File: src/rtl/erg_pkg.sv
package erg_pkg;
  typedef enum logic [1:0] {
    RD_NONE   = 2'd0,
    RD_BRANCH = 2'd1,
    RD_MEMORY = 2'd2
  } redir_kind_e;

  localparam int unsigned INSN_BYTES = 4;
endpackage

File: src/rtl/erg_slot_scan.sv
module erg_slot_scan #(
  parameter int unsigned NSLOT  = 4,
  parameter int unsigned EXEC_W = 3
) (
  input  logic [NSLOT-1:0] valid_i,
  input  logic [NSLOT-1:0] squashed_i,
  output logic [NSLOT-1:0] proc_o,
  output logic [NSLOT-1:0] fu_o
);
  localparam int unsigned CW = $clog2(NSLOT + 1) + 1;

  logic [CW-1:0] cnt   [NSLOT+1];
  logic          alive [NSLOT+1];

  assign cnt[0]   = '0;
  assign alive[0] = 1'b1;

  for (genvar g = 0; g < NSLOT; g++) begin : g_slot
    assign proc_o[g]    = alive[g] & valid_i[g] & (cnt[g] < CW'(EXEC_W));
    assign fu_o[g]      = proc_o[g] & ~squashed_i[g];
    assign alive[g+1]   = proc_o[g];
    assign cnt[g+1]     = cnt[g] + CW'(fu_o[g]);
  end
endmodule

File: src/rtl/erg_redirect_pick.sv
module erg_redirect_pick
  import erg_pkg::*;
#(
  parameter int unsigned NSLOT = 4,
  parameter int unsigned PC_W  = 32,
  parameter int unsigned SEQ_W = 16
) (
  input  logic [NSLOT-1:0]            fu_i,
  input  logic [NSLOT-1:0]            mispred_i,
  input  logic [NSLOT-1:0]            viol_i,
  input  logic [NSLOT-1:0]            pred_taken_i,
  input  logic [NSLOT-1:0][PC_W-1:0]  pc_i,
  input  logic [NSLOT-1:0][PC_W-1:0]  npc_i,
  input  logic [NSLOT-1:0][SEQ_W-1:0] seq_i,
  output redir_kind_e                 kind_o,
  output logic [SEQ_W-1:0]            seq_o,
  output logic [PC_W-1:0]             mispc_o,
  output logic [PC_W-1:0]             npc_o,
  output logic                        taken_o,
  output logic                        pred_taken_o
);
  logic found;

  always_comb begin
    kind_o       = RD_NONE;
    seq_o        = '0;
    mispc_o      = '0;
    npc_o        = '0;
    taken_o      = 1'b0;
    pred_taken_o = 1'b0;
    found        = 1'b0;
    for (int i = 0; i < NSLOT; i++) begin
      if (!found && fu_i[i] && (mispred_i[i] || viol_i[i])) begin
        found = 1'b1;
        seq_o = seq_i[i];
        npc_o = npc_i[i];
        // mispredict outranks violation within a slot
        if (mispred_i[i]) begin
          kind_o       = RD_BRANCH;
          mispc_o      = pc_i[i];
          taken_o      = npc_i[i] != (pc_i[i] + PC_W'(INSN_BYTES));
          pred_taken_o = pred_taken_i[i];
        end else begin
          kind_o = RD_MEMORY;
        end
      end
    end
  end
endmodule

File: src/rtl/erg_counters.sv
module erg_counters #(
  parameter int unsigned CNT_W = 16
) (
  input  logic             clk_i,
  input  logic             rst_ni,
  input  logic             taken_miss_i,
  input  logic             viol_i,
  output logic [CNT_W-1:0] taken_miss_cnt_o,
  output logic [CNT_W-1:0] viol_cnt_o
);
  always_ff @(posedge clk_i or negedge rst_ni) begin
    if (!rst_ni) begin
      taken_miss_cnt_o <= '0;
      viol_cnt_o       <= '0;
    end else begin
      if (taken_miss_i) taken_miss_cnt_o <= taken_miss_cnt_o + 1'b1;
      if (viol_i)       viol_cnt_o       <= viol_cnt_o + 1'b1;
    end
  end
endmodule

File: src/rtl/exec_redirect_gen.sv
module exec_redirect_gen
  import erg_pkg::*;
#(
  parameter int unsigned NSLOT  = 4,
  parameter int unsigned EXEC_W = 3,
  parameter int unsigned PC_W   = 32,
  parameter int unsigned SEQ_W  = 16,
  parameter int unsigned CNT_W  = 16
) (
  input  logic                        clk_i,
  input  logic                        rst_ni,
  input  logic [NSLOT-1:0]            valid_i,
  input  logic [NSLOT-1:0]            squashed_i,
  input  logic [NSLOT-1:0]            is_load_i,
  input  logic [NSLOT-1:0]            is_store_i,
  input  logic [NSLOT-1:0]            mispred_i,
  input  logic [NSLOT-1:0]            pred_taken_i,
  input  logic [NSLOT-1:0]            viol_i,
  input  logic [NSLOT-1:0][PC_W-1:0]  pc_i,
  input  logic [NSLOT-1:0][PC_W-1:0]  npc_i,
  input  logic [NSLOT-1:0][SEQ_W-1:0] seq_i,
  output logic [NSLOT-1:0]            exec_o,
  output logic [NSLOT-1:0]            fu_o,
  output logic [NSLOT-1:0]            ld_exec_o,
  output logic [NSLOT-1:0]            st_exec_o,
  output logic                        redir_squash_o,
  output logic [SEQ_W-1:0]            redir_seq_o,
  output logic [PC_W-1:0]             redir_mispc_o,
  output logic [PC_W-1:0]             redir_npc_o,
  output logic                        redir_brmis_o,
  output logic                        redir_taken_o,
  output logic                        iq_viol_o,
  output logic [CNT_W-1:0]            taken_miss_cnt_o,
  output logic [CNT_W-1:0]            viol_cnt_o
);
  logic [NSLOT-1:0] proc_d, fu_d, ld_d, st_d;
  redir_kind_e      kind_d;
  logic [SEQ_W-1:0] seq_d;
  logic [PC_W-1:0]  mispc_d, npc_d;
  logic             taken_d, pred_taken_d;

  erg_slot_scan #(.NSLOT(NSLOT), .EXEC_W(EXEC_W)) i_scan (
    .valid_i   (valid_i),
    .squashed_i(squashed_i),
    .proc_o    (proc_d),
    .fu_o      (fu_d)
  );

  assign ld_d = fu_d & is_load_i;
  assign st_d = fu_d & is_store_i & ~is_load_i;

  erg_redirect_pick #(.NSLOT(NSLOT), .PC_W(PC_W), .SEQ_W(SEQ_W)) i_pick (
    .fu_i        (fu_d),
    .mispred_i   (mispred_i),
    .viol_i      (viol_i),
    .pred_taken_i(pred_taken_i),
    .pc_i        (pc_i),
    .npc_i       (npc_i),
    .seq_i       (seq_i),
    .kind_o      (kind_d),
    .seq_o       (seq_d),
    .mispc_o     (mispc_d),
    .npc_o       (npc_d),
    .taken_o     (taken_d),
    .pred_taken_o(pred_taken_d)
  );

  erg_counters #(.CNT_W(CNT_W)) i_cnt (
    .clk_i           (clk_i),
    .rst_ni          (rst_ni),
    .taken_miss_i    ((kind_d == RD_BRANCH) && pred_taken_d),
    .viol_i          (kind_d == RD_MEMORY),
    .taken_miss_cnt_o(taken_miss_cnt_o),
    .viol_cnt_o      (viol_cnt_o)
  );

  always_ff @(posedge clk_i or negedge rst_ni) begin
    if (!rst_ni) begin
      exec_o         <= '0;
      fu_o           <= '0;
      ld_exec_o      <= '0;
      st_exec_o      <= '0;
      redir_squash_o <= 1'b0;
      redir_seq_o    <= '0;
      redir_mispc_o  <= '0;
      redir_npc_o    <= '0;
      redir_brmis_o  <= 1'b0;
      redir_taken_o  <= 1'b0;
      iq_viol_o      <= 1'b0;
    end else begin
      exec_o         <= proc_d;
      fu_o           <= fu_d;
      ld_exec_o      <= ld_d;
      st_exec_o      <= st_d;
      redir_squash_o <= kind_d != RD_NONE;
      redir_seq_o    <= seq_d;
      redir_mispc_o  <= mispc_d;
      redir_npc_o    <= npc_d;
      redir_brmis_o  <= kind_d == RD_BRANCH;
      redir_taken_o  <= taken_d;
      iq_viol_o      <= kind_d == RD_MEMORY;
    end
  end
endmodule

File: config.mk
export PLATFORM = sky130hd
export DESIGN_NAME = exec_redirect_gen
export DESIGN_NICKNAME = d
export VERILOG_FILES = /design/src/rtl/erg_pkg.sv /design/src/rtl/erg_slot_scan.sv /design/src/rtl/erg_redirect_pick.sv /design/src/rtl/erg_counters.sv /design/src/rtl/exec_redirect_gen.sv
export SDC_FILE = /design/constraint.sdc
export NUM_CORES = 1
export LEC_CHECK = 0
export BUFFER_PORTS_ARGS = -buffer_cell sky130_fd_sc_hd__buf_2
export CAP_MARGIN = 40
export CORE_AREA = 4 4 187 189
export CTS_CLUSTER_DIAMETER = 30
export DETAILED_ROUTE_END_ITERATION = 10
export DIE_AREA = 0 0 191 193
export MAX_ROUTING_LAYER = met4
export RECOVER_POWER = 50
export SETUP_SLACK_MARGIN = 0.4
export SYNTH_ARGS = -nofsm -noshare
export SYNTH_HDL_FRONTEND = slang
export SYNTH_HIERARCHICAL = 1
export SYNTH_SLANG_ARGS = --single-unit
File: constraint.sdc
create_clock -name clk_i -period 1.45 [get_ports clk_i]
set_input_delay 0.0725 -clock clk_i [delete_from_list [all_inputs] [get_ports clk_i]]
set_output_delay 0.0725 -clock clk_i [all_outputs]
set_load 0.01 [all_outputs]
==> reports/qor.yml <==
rows: 67
synth-edff-count: 0
root_buffer: "clkbuf_16"
violations: "setup timing"
rr_endpoint: "i_cnt/taken_miss_cnt_o[14]"
cts_num_sinks: 132
dp_hpwl_microns: 46900
clock_latency_ns: 0.42
finalCritPeriodShare_pct: 195
critPathSlowestCell: "nor4_4"
ys_top_cells_by_area: "dfrtp_1 (32%), xnor2_1 (8.7%), nand3_1 (7.4%), xor2_1 (6.0%), nand2_1 (5.3%)"
fillCellCount: 2804
placed_cell_area_sq_um: 16600
drc: 0
r2r_start: "i_cnt/taken_miss_cnt_o[0]"
synth_commonest_cells: "nand3_1 (153), nand2_1 (146), dfrtp_1 (132)"
gp_congestion: 0.976
power.leakage_nw: 10.1
wl_microns: 63400
setup_viol: 119
path_delay_family: "simple AND/OR/NAND/NOR gates"
drv_cap: 0
grt_max_degree: 42
hold_viol: 0
crit_fanout: 5
drv_slew: 0
setup_ws_ns: -1.38
min_path_cells: 4
powerDensity_nw_per_um2: 654
ys.flop_type: "dfrtp_1"
finalCriticalPeriod_ns: 2.83
async_flop_share_pct: 100
synth_warnings: 6
ys_ff_latch: 132
syn_to_final_growth_pct: 99.7
grt_pass1_vias: 15300
worst-setup-path-type: "input pin to flop"
post_drt_wl_per_cell_microns: 22.4
fin_skew_ns: 0.00731
nets: 2710
crit_arrival_ns: 3.16
synth.distinct_cells: 82
synth_top_area_share_pct: 31.7
cts_tree: "done"
cpMostUsedCell: "ha_4"
antenna_found_initial: 13
htree_levels: 4
crit_buf_inv: 4
first_pass_iters: 7
hp-class: "input pin to flop"
reg2reg_depth: 5
yosysSeqAreaShare_pct: 31.7
place_ws_ns: -1.88
io_pins: 482
die_area_sq_um: 36900
synthesis.nets: 1622
grt_pass1_wl_microns: 88900
cp.required_ns: 1.77
start_util_pct: 31.3
vdd_drop_max_mv: 0.852
coreArea_sq_um: 33300
instances_no_fill: 2825
hold_end: "redir_npc_o[0]"
setup_tns_ns: -103.22
dpl.cell_count: 2543
end_kind: "flop"
ant_nets: 0
status: "finished, violations left"
cts_buffer_depth: 2
yosysMostFrequentCell: "nand3_1"
vias: 15200
start_kind: "input pin"
final_area_sq_um: 20800
rsz0062_at_grt: "yes"
tightest_slew_ns: 0.868
die_width_microns: 191
seqCellArea_sq_um: 3320
cpPeakStageDelay_ns: 0.33
min_from: "npc_i[96]"
viasPerCell: 5.37
crit_chain: "buf_6, and2_4, nor2b_4, ha_4, ha_4, ha_4, nand2b_4, nor4_4, o21ai_2, nor2_4, inv_2, o22ai_4, a21oi_2, nor2_2, nor2b_4, and4_4, buf_4, buf_6, nand3_2, xnor2_1"
grt-ovfl-total: 0
die_y_microns: 193
synth_largest_area_cell: "dfrtp_1"
drive_above_1_share_pct: 51.0
path_clk_slew_ns: 0.07
relSlewSlack_pct: 42.1
cts_made_buffers: 17
multi_input_area_sq_um: 7710
reg2reg_slack_ns: -0.09
syn-mean-instance-area_sq_um: 8.25
portBuffers: 481
max_freq_mhz: 353
track_usage_pct: 32.6
synth_area_sq_um: 10400
syn_inst: 1262
drt_iter0_drc: 1230
## registers in the layout, summed over array words and instances, names as in the netlist
name and count:
redir_mispc_o 32, redir_npc_o 32, i_cnt/viol_cnt_o 16, redir_taken_o 1, ld_exec_o 4, i_cnt/taken_miss_cnt_o 16
exec_o 4, st_exec_o 4, iq_viol_o 1, redir_brmis_o 1, redir_seq_o 16, fu_o 4
redir_squash_o 1
## placed cells by master, fill, tap and decap left out, types with 11 or more instances in the layout
master and instances:
and3_1 18, clkbuf_16 18, nand3_1 77, o21ai_0 33, nand2_1 138, a222oi_1 33
a22oi_1 49, nand3_4 20, or3_1 11, nor3_1 27, dfrtp_2 11, nor4_1 27
nand4_1 43, xor2_1 70, nor2_1 46, nor2_4 11, dfrtp_1 121, dlygate4sd3_1 157
buf_16 12, nand3_2 60, buf_6 61, diode_2 14, a21oi_1 20, buf_12 17
inv_1 28, buf_2 453, buf_4 427, a31oi_1 11, xnor2_1 99
## metal layers
metal,wire length (microns),part of all wire [%],vias up,track usage (%)
li1,-,-,6922,-
met2,31500,50,796,55.6
met1,24100,38,7295,38.0
met4,3180,5.0,0,14.6
met3,4690,7.4,167,5.46
met5,0,0,-,-
## power breakdown
part / switching [mW] / total (mW) / internal (mW)
logic: 2.33 / 4.91 / 2.57
registers: 0.214 / 4.16 / 3.94
clock network: 1.84 / 4.55 / 2.70
total: 4.39 / 13.6 / 9.22
## worst min-delay path, stage by stage
cell     delay, ns
buf_2         0.10
buf_4         0.11
nand3_4       0.06
nand3_2       0.07
## per-stage QoR
| stage | utilization [%] | hold WS (ns) | power (mW) |
|---|---|---|---|
| after CTS | 58.8 | -0.0113 | 13.1 |
| after global placement | 49.8 | -0.0135 | 7.99 |
| after floorplan | - | -0.223 | 5.55 |
| final | 62.5 | 0.0139 | 13.6 |
| after detailed placement | 49.8 | -0.00908 | 8.05 |
| after global routing | 62.5 | 0.00679 | 14.2 |
## worst max-delay path by stage
stage	startpoint	end	slack, ns	cells past startpoint
6_report	valid_i[0]	i_cnt/viol_cnt_o[6]	-1.38	20
5_1_grt	squashed_i[0]	i_cnt/viol_cnt_o[11]	-1.51	19
4_1_cts	squashed_i[0]	i_cnt/viol_cnt_o[14]	-1.27	19
3_5_place_dp	valid_i[0]	i_cnt/viol_cnt_o[14]	-1.88	19
3_3_place_gp	valid_i[0]	i_cnt/viol_cnt_o[14]	-1.79	19
2_1_floorplan	valid_i[0]	i_cnt/viol_cnt_o[14]	-1.76	18
## logic make-up after synthesis
family          Yosys count  synth area share (%)
xor+xnor                174                  14.6
mux                      11                  1.12
buf+inv                  93                  3.59
simple gates            614                  31.5
compound gates          228                  16.1
fa+ha+maj                10                  1.27
flops                   132                  31.7
## cell type report
cell class / count / share of cell area, %
flip-flops and latches: 132 / 15.9
repair buffers: 1132 / 40.7
multi-input cells: 1037 / 37.1
clock inverters: 12 / 0.680
clock buffers: 20 / 2.24
diodes: 14 / 0.168
inverters: 30 / 0.541
well taps: 448 / 2.69
## repair_timing
action | 4_1_cts | 5_1_grt
pin swaps | 31 | 53
hold endpoints to repair | 206 | 1
cloned | 11 | 1
resized for setup | 93 | 175
buffers inserted | 24 | 43
hold buffers | 156 | 1
setup endpoints to repair | 170 | 179
(Power assumes the default switching activity.)
